File: config.mk
export PLATFORM = sky130hd
export DESIGN_NAME = rr_arbiter
export DESIGN_NICKNAME = d
export VERILOG_FILES = /design/src/rtl/rr_pkg.sv /design/src/rtl/rr_ppe_bank.sv /design/src/rtl/rr_ppe_rotate.sv /design/src/rtl/rr_ppe_chain.sv /design/src/rtl/rr_ptr_reg.sv /design/src/rtl/rr_arbiter.sv
export SDC_FILE = /design/constraint.sdc
export NUM_CORES = 1
export LEC_CHECK = 0
export BUFFER_PORTS_ARGS = -buffer_cell sky130_fd_sc_hd__buf_2
export CAP_MARGIN = 25
export CORE_UTILIZATION = 35
export CTS_BUF_LIST = sky130_fd_sc_hd__clkbuf_4 sky130_fd_sc_hd__clkbuf_8 sky130_fd_sc_hd__clkbuf_16
export CTS_CLUSTER_DIAMETER = 60
export DETAILED_ROUTE_END_ITERATION = 12
export PLACE_DENSITY = 0.55
export REMOVE_ABC_BUFFERS = 1
export SLEW_MARGIN = 40
export SYNTH_ARGS = -nofsm -noshare
export SYNTH_HDL_FRONTEND = slang
export SYNTH_SLANG_ARGS = --single-unit
File: constraint.sdc
create_clock -name clk -period 2.9 [get_ports clk]
set_clock_uncertainty 0.05 [all_clocks]
set_input_delay 0.435 -clock clk [delete_from_list [all_inputs] [get_ports clk]]
set_output_delay 0.435 -clock clk [all_outputs]
set_load 0.1 [all_outputs]
File: src/rtl/rr_pkg.sv
package rr_pkg;

    // Structure of the priority selector
    typedef enum logic [1:0] {
        PPE_BANK   = 2'd0,
        PPE_ROTATE = 2'd1,
        PPE_CHAIN  = 2'd2
    } ppe_kind_e;

    // Transition taken by the pointer register on a clock edge
    typedef enum logic [1:0] {
        PTR_HOLD    = 2'd0,
        PTR_ADVANCE = 2'd1,
        PTR_CLEAR   = 2'd2
    } ptr_step_e;

endpackage

File: src/rtl/rr_ppe_bank.sv
module rr_ppe_bank #(
    parameter int N     = 8,
    parameter int PTR_W = $clog2(N)
) (
    input  logic [N-1:0]     req_i,
    input  logic [PTR_W-1:0] ptr_i,
    output logic [N-1:0]     gnt_o
);
    localparam int NODES = 2 * N - 1;

    // One fixed-start encoder per pointer value
    logic [N-1:0] cand [N];

    for (genvar p = 0; p < N; p++) begin : g_enc
        always_comb begin
            logic hit;
            hit = 1'b0;
            cand[p] = '0;
            for (int i = 0; i < N; i++) begin
                if (!hit && req_i[(p + i) % N]) begin
                    cand[p][(p + i) % N] = 1'b1;
                    hit = 1'b1;
                end
            end
        end
    end

    // Heap-ordered 2:1 mux tree, root selected by the pointer MSB
    logic [N-1:0] tree [NODES];

    for (genvar p = 0; p < N; p++) begin : g_leaf
        assign tree[N - 1 + p] = cand[p];
    end

    for (genvar d = 0; d < PTR_W; d++) begin : g_lvl
        for (genvar j = 0; j < (1 << d); j++) begin : g_node
            localparam int IDX = (1 << d) - 1 + j;
            assign tree[IDX] = ptr_i[PTR_W-1-d] ? tree[2*IDX+2] : tree[2*IDX+1];
        end
    end

    assign gnt_o = tree[0];

endmodule

File: src/rtl/rr_ppe_rotate.sv
module rr_ppe_rotate #(
    parameter int N     = 8,
    parameter int PTR_W = $clog2(N)
) (
    input  logic [N-1:0]     req_i,
    input  logic [PTR_W-1:0] ptr_i,
    output logic [N-1:0]     gnt_o
);
    logic [2*N-1:0] down_w;
    logic [N-1:0]   rot_w;
    logic [N-1:0]   pick_w;
    logic [2*N-1:0] up_w;

    // Rotate so that the pointer index lands on bit 0
    assign down_w = {req_i, req_i} >> ptr_i;
    assign rot_w  = down_w[N-1:0];

    // Fixed encoder: lowest set bit wins
    assign pick_w = rot_w & (~rot_w + 1'b1);

    // Rotate back by the same amount in the other direction
    assign up_w  = {pick_w, pick_w} << ptr_i;
    assign gnt_o = up_w[2*N-1:N];

endmodule

File: src/rtl/rr_ppe_chain.sv
module rr_ppe_chain #(
    parameter int N     = 8,
    parameter int PTR_W = $clog2(N)
) (
    input  logic [N-1:0]     req_i,
    input  logic [PTR_W-1:0] ptr_i,
    output logic [N-1:0]     gnt_o
);
    logic [N-1:0] start_w;

    // Decoded pointer marks where the scan begins
    always_comb begin
        start_w = '0;
        start_w[ptr_i] = 1'b1;
    end

    // Scan unrolled over two copies of the requests: no wrap-around loop
    always_comb begin
        logic armed;
        logic done;
        logic take;
        armed = 1'b0;
        done  = 1'b0;
        gnt_o = '0;
        for (int k = 0; k < 2 * N; k++) begin
            if (k < N && start_w[k]) begin
                armed = 1'b1;
            end
            take = armed && !done && req_i[k % N];
            if (take) begin
                gnt_o[k % N] = 1'b1;
            end
            done = done | take;
        end
    end

endmodule

File: src/rtl/rr_ptr_reg.sv
module rr_ptr_reg
    import rr_pkg::*;
#(
    parameter int N     = 8,
    parameter int PTR_W = $clog2(N)
) (
    input  logic             clk,
    input  logic             rst,
    input  logic [N-1:0]     gnt_i,
    output logic [PTR_W-1:0] ptr_o
);
    ptr_step_e        step_w;
    logic [PTR_W-1:0] gidx_w;
    logic [PTR_W-1:0] ptr_q;
    logic [PTR_W-1:0] ptr_d;

    // One-hot grant to index
    always_comb begin
        gidx_w = '0;
        for (int i = 0; i < N; i++) begin
            if (gnt_i[i]) begin
                gidx_w = gidx_w | PTR_W'(i);
            end
        end
    end

    always_comb begin
        if (rst) begin
            step_w = PTR_CLEAR;
        end else if (|gnt_i) begin
            step_w = PTR_ADVANCE;
        end else begin
            step_w = PTR_HOLD;
        end
    end

    always_comb begin
        unique case (step_w)
            PTR_CLEAR:   ptr_d = '0;
            PTR_ADVANCE: ptr_d = (gidx_w == PTR_W'(N - 1)) ? '0 : gidx_w + 1'b1;
            PTR_HOLD:    ptr_d = ptr_q;
            default:     ptr_d = ptr_q;
        endcase
    end

    always_ff @(posedge clk) begin
        ptr_q <= ptr_d;
    end

    assign ptr_o = ptr_q;

    AST_PTR_CLEAR: assert property (@(posedge clk) rst |=> ptr_q == '0);
    AST_PTR_HOLD: assert property (@(posedge clk) disable iff (rst)
        (gnt_i == '0) |=> $stable(ptr_q));

endmodule

File: src/rtl/rr_arbiter.sv
module rr_arbiter
    import rr_pkg::*;
#(
    parameter int        N        = 8,
    parameter ppe_kind_e PPE_KIND = PPE_BANK
) (
    input  logic         clk,
    input  logic         rst,
    input  logic [N-1:0] req_i,
    output logic [N-1:0] gnt_o
);
    localparam int PTR_W = $clog2(N);

    logic [PTR_W-1:0] ptr_w;
    logic [N-1:0]     gnt_w;
    logic [N-1:0]     ptr_dec_w;

    rr_ptr_reg #(.N(N), .PTR_W(PTR_W)) u_ptr (
        .clk   (clk),
        .rst   (rst),
        .gnt_i (gnt_w),
        .ptr_o (ptr_w)
    );

    if (PPE_KIND == PPE_ROTATE) begin : g_rotate
        rr_ppe_rotate #(.N(N), .PTR_W(PTR_W)) u_ppe (
            .req_i (req_i), .ptr_i (ptr_w), .gnt_o (gnt_w));
    end else if (PPE_KIND == PPE_CHAIN) begin : g_chain
        rr_ppe_chain #(.N(N), .PTR_W(PTR_W)) u_ppe (
            .req_i (req_i), .ptr_i (ptr_w), .gnt_o (gnt_w));
    end else begin : g_bank
        rr_ppe_bank #(.N(N), .PTR_W(PTR_W)) u_ppe (
            .req_i (req_i), .ptr_i (ptr_w), .gnt_o (gnt_w));
    end

    assign gnt_o = gnt_w;

    always_comb begin
        ptr_dec_w = '0;
        ptr_dec_w[ptr_w] = 1'b1;
    end

    AST_GNT_ONEHOT: assert property (@(posedge clk) disable iff (rst)
        $onehot0(gnt_w));
    AST_GNT_SUBSET: assert property (@(posedge clk) disable iff (rst)
        (gnt_w & ~req_i) == '0);
    AST_GNT_NONZERO: assert property (@(posedge clk) disable iff (rst)
        (|req_i) |-> (|gnt_w));
    AST_START_WINS: assert property (@(posedge clk) disable iff (rst)
        (|(req_i & ptr_dec_w)) |-> (gnt_w == ptr_dec_w));
    AST_PTR_ADVANCE: assert property (@(posedge clk) disable iff (rst)
        (|gnt_w) |=> (ptr_dec_w == {$past(gnt_w[N-2:0]), $past(gnt_w[N-1])}));

endmodule

==> run metrics, run 1 <==
I/O pin count 18; Final Power 0.00103 W; status finished clean; Clock Tree Buf Depth 2; share of cells above drive strength 1 33.3%; clock slew seen by the registers of the worst setup and hold paths 0.04 ns; Hold WC Path Type input port to register; drt via density 6.14; Initial Util 37.4%; Tightest Pin Transition 0.496 ns; Worst Path Arrival 2.71 ns; area grow syn2layout 37.0%; commonest cells after routing, fill and taps aside nand2_1 (13), buf_2 (13), buf_4 (11); DRT Pass-1 Iters 5; CTS Buf Count 3; Residual DRC 0; Peak VDD IR 0.537 mV; Cells after Synth 102; period utilisation layout 92.3%; Sink Count 3; class of the most critical setup path register to register; total grt overflow 0; first-pass GRT wire length 3.76 mm; sequential share of the synthesized area 12.3%; Leakage 0.433 nW; CTS root buffer clkbuf_4; die span in x 47.8 um; Post-DP HPWL 1.78 mm; GR peak layer met2; final net count 142; CP Launch Type register; num rows 16; Initial DRC Count 42; Worst Path Required 2.93 ns; vias 958; Yosys reg bits 3; RD Place Congestion 0.948; number of setup violations in the final report 0; Max Freq 0.373 GHz; mean post-synth cell area 7.20 um2; Yosys cell types 43; Largest register FFs 3; Clk Latency, worst-skew pair 0.23 ns; cell area after synthesis 734 um2; count of buffers from port buffering 17; final wirelength 2.35 mm; Synth Warn # 0; pin count of the biggest net entering global routing 19; Wirelength per Cell 15.1 um; fin crit period 2.68 ns; Antenna Nets Post-Route 0; # diodes 0; Pwr Density 1020 nW/um2; CTS tree built; unrepaired setup endpoints after global routing false; met1 Use GR 31.8%; die span in y 47.8 um; H-Tree Depth 1; max cap viols 0; Slew Viols, Final 0; core area 1960 um2; hold_buf cts 0; endpoints failing hold 0; worst-path maximum fanout 8; met3 Usage GRT 4.53%; Filler Cell Count 218; die footprint 2290 um2; vias in the first global route 815; met2 Track Usage GR 36.8%; relative slew slack 67.1%; Critical Path End Type register; GRT Util Overall 23.2%; initial antenna violation count 0; TNS Setup 0 ns
-- where the power goes --
part	internal, W	switching [W]	total (W)	leakage (nW)
combinational	0.000316	0.000539	0.000855	0.380
clock	0.0000609	0.0000218	0.0000827	0.0184
sequential	0.0000764	0.0000113	0.0000878	0.0341
-- synthesized netlist by cell type (all sizes together) --
master / count / area, um2
a2111oi: 1 / 8.76
a211o: 1 / 8.76
a211oi: 1 / 7.51
a21o: 1 / 7.51
a21oi: 9 / 45.0
a221oi: 1 / 15.0
a311o: 3 / 30.0
a31oi: 4 / 25.0
a41oi: 1 / 8.76
and2b: 1 / 7.51
and3: 3 / 23.8
and4: 1 / 11.3
buf: 6 / 32.5
clkinv: 1 / 3.75
edfxtp: 3 / 90.1
ha: 2 / 25.0
inv: 2 / 7.51
nand2: 13 / 48.8
nand2b: 5 / 33.8
nand3: 4 / 20.0
nand3b: 3 / 22.5
nand4: 2 / 12.5
nor2: 10 / 40.0
nor3: 6 / 35.0
nor3b: 1 / 7.51
nor4: 3 / 46.3
o211ai: 1 / 7.51
o21ai: 3 / 15.0
o21bai: 1 / 7.51
o221a: 1 / 11.3
o22ai: 2 / 18.8
o311ai: 1 / 8.76
o31a: 1 / 8.76
or3: 2 / 17.5
or4: 2 / 15.0
-- per-layer routing --
layer | vias up | wire length (um)
met5 | - | 0
met4 | 0 | 34
met3 | 4 | 174
met2 | 54 | 1170
met1 | 445 | 972
li1 | 455 | -
-- repair_timing --
action,CTS,global route
gates resized for setup,0,0
endpoints found under the setup margin,0,1
buffers inserted,0,3
endpoints found under the hold margin,0,0
-- worst paths after layout --
check | start | endpoint | slack (ns) | cells after the start
hold / removal | rst | u_ptr.ptr_o[0] | 0.47 | 2
setup / recovery | u_ptr.ptr_o[0] | u_ptr.ptr_o[2] | 0.22 | 12
setup reg to reg | u_ptr.ptr_o[0] | u_ptr.ptr_o[2] | 0.22 | 12
hold reg to reg | u_ptr.ptr_o[2] | u_ptr.ptr_o[1] | 1.11 | 5
-- area by class of cell --
cell class	count	area, um2	area share [%]
Timing Repair Buffer	29	240	23.9
Clock buffer	4	30.0	2.99
Multi-Input combinational cell	90	601	59.7
Sequential cell	3	90.1	8.96
Tap cell	27	33.8	3.36
Inverter	3	11.3	1.12
-- critical path, stage by stage (launching register included) --
cell      delay [ns]
edfxtp_1        0.38
buf_4           0.17
buf_4           0.15
nand2b_1        0.19
nand4_1         0.10
nand2_1         0.06
and3_1          0.21
or4_1           0.52
ha_1            0.20
ha_1            0.19
nor2_1          0.12
nand2_1         0.07
a21oi_1         0.11
-- kinds of logic (layout without fill, tap and decap cells) --
kind of cell               Yosys count  in the layout  synth area share [%]
and+or+nand+nor                     56             56                  46.5
AOI/OAI and AO/OA                   32             32                  31.9
buffers and inverters                9             36                  5.96
DFF                                  3              3                  12.3
adders and majority gates            2              2                  3.41
-- metrics by stage --
| stage | cell area [um2] | instances | utilization, % | setup slack [ns] | hold WS [ns] |
|---|---|---|---|---|---|
| global placement | 948 | 149 | 48.3 | 0.186 | 0.703 |
| CTS | 978 | 153 | 49.9 | 0.207 | 0.469 |
| global route | 1010 | 156 | 51.3 | 0.00625 | 0.471 |
| floorplan | 702 | 96 | - | -0.710 | 0.584 |
| detailed placement | 948 | 149 | 48.3 | 0.186 | 0.713 |
| finish | 1010 | 156 | 51.3 | 0.222 | 0.471 |
Power figures use the tool's default switching activity.
==> inputs of run 2 (changes only) <==
==> constraint.sdc (replaced) <==
create_clock -name clk -period 3.4 [get_ports clk]
set_clock_uncertainty 0.05 [all_clocks]
set_input_delay 0.51 -clock clk [delete_from_list [all_inputs] [get_ports clk]]
set_output_delay 0.51 -clock clk [all_outputs]
set_load 0.1 [all_outputs]
==> run metrics, run 2 (synthesis gave the netlist of run 1 again) <==
max cap viols 0; hold_buf cts 0; GRT Util Overall 21.1%; Hold Path End u_ptr.ptr_o[0]; R2R depth 11; Final Power 0.000738 W; Clk Latency, worst-skew pair 0.23 ns; endpoints failing hold 0; pin count of the biggest net entering global routing 18; drt via density 6.25; Hold WC Path Type input port to register; die span in y 47.8 um; num rows 16; Worst Path Required 3.43 ns; hold path cells 2; Wirelength per Cell 15.1 um; CTS Buf Count 3; Clock Tree Buf Depth 2; area grow syn2layout 16.9%; share of cells above drive strength 1 28.0%; total grt overflow 0; fin crit period 2.89 ns; Worst Path Arrival 2.92 ns; unrepaired setup endpoints after global routing false; count of buffers from port buffering 17; CP Launch Type register; CTS root buffer clkbuf_4; min-delay src rst; period utilisation layout 85.0%; I/O pin count 18; Critical Path End Type register; RD Place Congestion 0.927; commonest cells after routing, fill and taps aside buf_2 (17), nand2_1 (13), nor2_1 (9), a21oi_1 (9), nor3_1 (5); Initial Util 37.4%; initial antenna violation count 0; class of the most critical setup path register to register; Pwr Density 860 nW/um2; WHS 0.535 ns; DRT Pass-1 Iters 4; vias 906; Initial DRC Count 35; # diodes 0; status finished clean; final core utilization 43.8%; relative slew slack 67.6%; Filler Cell Count 224; Slew Viols, Final 0; Tightest Pin Transition 0.489 ns; Antenna Nets Post-Route 0; total setup buffers inserted after CTS 0; clock slew seen by the registers of the worst setup and hold paths 0.04 ns; final net count 131; post-CTS sizing 0; most common cell after layout, fill and taps aside buf_2; Final Non-Filler Cells 145; Post-DP HPWL 1.69 mm; Peak VDD IR 0.410 mV; die footprint 2290 um2; first-pass GRT wire length 3.45 mm; Leakage 0.349 nW; worst-path maximum fanout 17; CTS tree built; Residual DRC 0; Reg2Reg Setup Slack 0.51 ns; Largest register FFs 3; number of setup violations in the final report 0; reg-to-reg critical path startpoint u_ptr.ptr_o[0]; Max Freq 0.346 GHz; reg-to-reg endpoint u_ptr.ptr_o[2]; vias in the first global route 815; die span in x 47.8 um; final wirelength 2.19 mm; H-Tree Depth 1; Sink Count 3; core area 1960 um2; Inst Count DP 141
[run 2: area by class of cell]
| cell class | count | area, um2 | area share (%) |
|---|---|---|---|
| Tap cell | 27 | 33.8 | 3.94 |
| Sequential cell | 3 | 90.1 | 10.5 |
| Inverter | 3 | 11.3 | 1.31 |
| Clock buffer | 4 | 30.0 | 3.50 |
| Timing Repair Buffer | 18 | 92.6 | 10.8 |
| Multi-Input combinational cell | 90 | 601 | 70.0 |
[run 2: metrics by stage]
step	setup WS, ns	instance area [um2]	TNS (ns)
3_3_place_gp	0.577	828	0
3_5_place_dp	0.522	828	0
2_1_floorplan	-0.285	702	-0.728
4_1_cts	0.513	858	0
6_report	0.508	858	0
5_1_grt	0.314	858	0
[run 2: worst max path at each step]
| stage | depth (start not counted) | slack (ns) | to | startpoint |
|---|---|---|---|---|
| after floorplan | 10 | -0.28 | u_ptr.ptr_o[2] | req_i[1] |
| after global placement | 11 | 0.58 | u_ptr.ptr_o[2] | u_ptr.ptr_o[0] |
| after detailed placement | 10 | 0.52 | u_ptr.ptr_o[2] | u_ptr.ptr_o[0] |
| after CTS | 10 | 0.51 | u_ptr.ptr_o[2] | u_ptr.ptr_o[0] |
| after global routing | 11 | 0.31 | u_ptr.ptr_o[1] | u_ptr.ptr_o[0] |
| final | 11 | 0.51 | u_ptr.ptr_o[2] | u_ptr.ptr_o[0] |
[run 2: worst max-delay path: stages, from the launching register on]
cell and delay, ns:
edfxtp_1 0.59, nand2b_2 0.30, nor3b_1 0.16, a211o_1 0.29, and3_4 0.18, nor4_2 0.39, inv_1 0.09, ha_1 0.21
ha_1 0.19, nor2_1 0.12, nand2_1 0.07, a21oi_1 0.11
[run 2: routing by layer]
metal / GRT usage (%) / share of wire, %
met1: 25.4 / 41
met2: 36.2 / 49
met3: 4.53 / 7.4
met4: 8.89 / 2.3
met5: 0 / 0
[run 2: report_power, final]
group          internal, W  switching (W)  leakage [nW]
sequential       0.0000660      0.0000436        0.0341
clock            0.0000520      0.0000187        0.0184
combinational     0.000159       0.000399         0.296
==> inputs of run 3 (changes only) <==
--- a/config.mk
+++ b/config.mk
@@ -11,6 +11,7 @@
 export CTS_BUF_LIST = sky130_fd_sc_hd__clkbuf_4 sky130_fd_sc_hd__clkbuf_8 sky130_fd_sc_hd__clkbuf_16
 export CTS_CLUSTER_DIAMETER = 60
 export DETAILED_ROUTE_END_ITERATION = 12
+export MAX_ROUTING_LAYER = met4
 export PLACE_DENSITY = 0.55
 export REMOVE_ABC_BUFFERS = 1
 export SLEW_MARGIN = 40
==> run metrics, run 3 (synthesis gave the netlist of run 1 again) <==
hold path cells 2; CP Launch Type register; area grow syn2layout 16.9%; Initial Util 37.4%; relative slew slack 67.5%; worst stage delay on the critical path 0.59 ns; I/O pin count 18; reg-to-reg endpoint u_ptr.ptr_o[2]; Worst Path Required 3.43 ns; Worst Path Arrival 2.92 ns; Hold WC Path Type input port to register; H-Tree Depth 1; Max Freq 0.346 GHz; CP cell instances nand2b_2 > nor3b_1 > a211o_1 > and3_4 > nor4_2 > inv_1 > ha_1 > ha_1 > nor2_1 > nand2_1 > a21oi_1; pin count of the biggest net entering global routing 18; period utilisation layout 85.0%; num rows 16; Sink Count 3; class of the most critical setup path register to register; die footprint 2290 um2; Sw Share 62.5%; Residual DRC 0; vias 901; Slew Viols, Final 0; commonest cells after routing, fill and taps aside buf_2 (17), nand2_1 (13), nor2_1 (9), a21oi_1 (9), nor3_1 (5); CTS Buf Count 3; Pwr Density 860 nW/um2; CTS root buffer clkbuf_4; vias in the first global route 811; total grt overflow 0; count of buffers from port buffering 17; Wirelength per Cell 15.1 um; Leakage 0.349 nW; Reg2Reg Setup Slack 0.51 ns; final wirelength 2.19 mm; Tightest Pin Transition 0.491 ns; DRT Pass-1 Iters 4; Clock Tree Buf Depth 2; final core utilization 43.8%; Largest register FFs 3; cell-internal power 0.000277 W; share of cells above drive strength 1 28.0%; Hold Path End u_ptr.ptr_o[0]; first-pass GRT wire length 3.45 mm; most frequent CP cell ha_1; Final Worst Setup Slack 0.509 ns; Clk Latency, worst-skew pair 0.23 ns; total setup buffers inserted after CTS 0; GRT Util Overall 21.8%; post-CTS sizing 0; reg-to-reg critical path startpoint u_ptr.ptr_o[0]; die span in y 47.8 um; final net count 131; combinational share of power 75.5%; Filler Cell Count 224; dpl ws 0.522 ns; worst-path maximum fanout 17; slowest CP cell edfxtp_1; die span in x 47.8 um; part of the power in registers 14.9%; clock slew seen by the registers of the worst setup and hold paths 0.04 ns; initial antenna violation count 0; number of setup violations in the final report 0; Peak VDD IR 0.410 mV; # diodes 0; CTS tree built; status finished clean; Post-DP HPWL 1.69 mm; Critical Path End Type register; RD Place Congestion 0.943; max cap viols 0; net load switching power 0.000461 W; drt via density 6.21; most common cell after layout, fill and taps aside buf_2; fin crit period 2.89 ns; Initial DRC Count 32; min-delay src rst; endpoints failing hold 0; core area 1960 um2; Antenna Nets Post-Route 0; hold_buf cts 0; R2R depth 11; share of total power in the clock network 9.6%; unrepaired setup endpoints after global routing false
==> run 3: metrics by stage <==
step	total power, W	hold slack (ns)	TNS [ns]	std cells	instance area (um2)
floorplan	0.000554	0.659	-0.728	96	702
global placement	0.000664	0.791	0	141	828
detailed placement	0.000665	0.775	0	141	828
CTS	0.000740	0.524	0	145	858
global route	0.000789	0.547	0	145	858
finish	0.000738	0.535	0	145	858
==> run 3: how the worst max path moves through the flow <==
stage	to	cells past startpoint	startpoint	slack, ns
floorplan	u_ptr.ptr_o[2]	10	req_i[1]	-0.28
global placement	u_ptr.ptr_o[2]	11	u_ptr.ptr_o[0]	0.58
detailed placement	u_ptr.ptr_o[2]	10	u_ptr.ptr_o[0]	0.52
CTS	u_ptr.ptr_o[2]	10	u_ptr.ptr_o[0]	0.51
global route	u_ptr.ptr_o[1]	11	u_ptr.ptr_o[0]	0.31
finish	u_ptr.ptr_o[2]	11	u_ptr.ptr_o[0]	0.51
==> run 3: power groups by stage <==
stage	Combinational [W]	Clock [W]	Sequential (W)
6_report	0.000558	0.0000706	0.000110
5_1_grt	0.000599	0.0000762	0.000114
4_1_cts	0.000558	0.0000743	0.000108
3_5_place_dp	0.000557	0	0.000109
3_3_place_gp	0.000557	0	0.000108
2_1_floorplan	0.000450	0	0.000104
==> run 3: routing by layer <==
| metal | vias to the layer above | routed length (um) | GRT usage, % |
|---|---|---|---|
| li1 | 434 | - | - |
| met1 | 421 | 932 | 25.6 |
| met2 | 39 | 1090 | 36.2 |
| met3 | 7 | 120 | 4.15 |
| met4 | 0 | 51 | 8.89 |
| met5 | - | 0 | - |
==> run 3: worst max-delay path: cells and delay by family, from the launching register on <==
family,cells,cell delay [ns]
AOI/OAI and AO/OA,2,0.40
adders and majority gates,2,0.40
buffers and inverters,1,0.09
DFF,1,0.59
and+or+nand+nor,6,1.22
==> run 3: layout make-up <==
class / count / area (um2) / share of cell area (%)
Multi-Input combinational cell: 90 / 601 / 70.0
Inverter: 3 / 11.3 / 1.31
Sequential cell: 3 / 90.1 / 10.5
Timing Repair Buffer: 18 / 92.6 / 10.8
Clock buffer: 4 / 30.0 / 3.50
Tap cell: 27 / 33.8 / 3.94
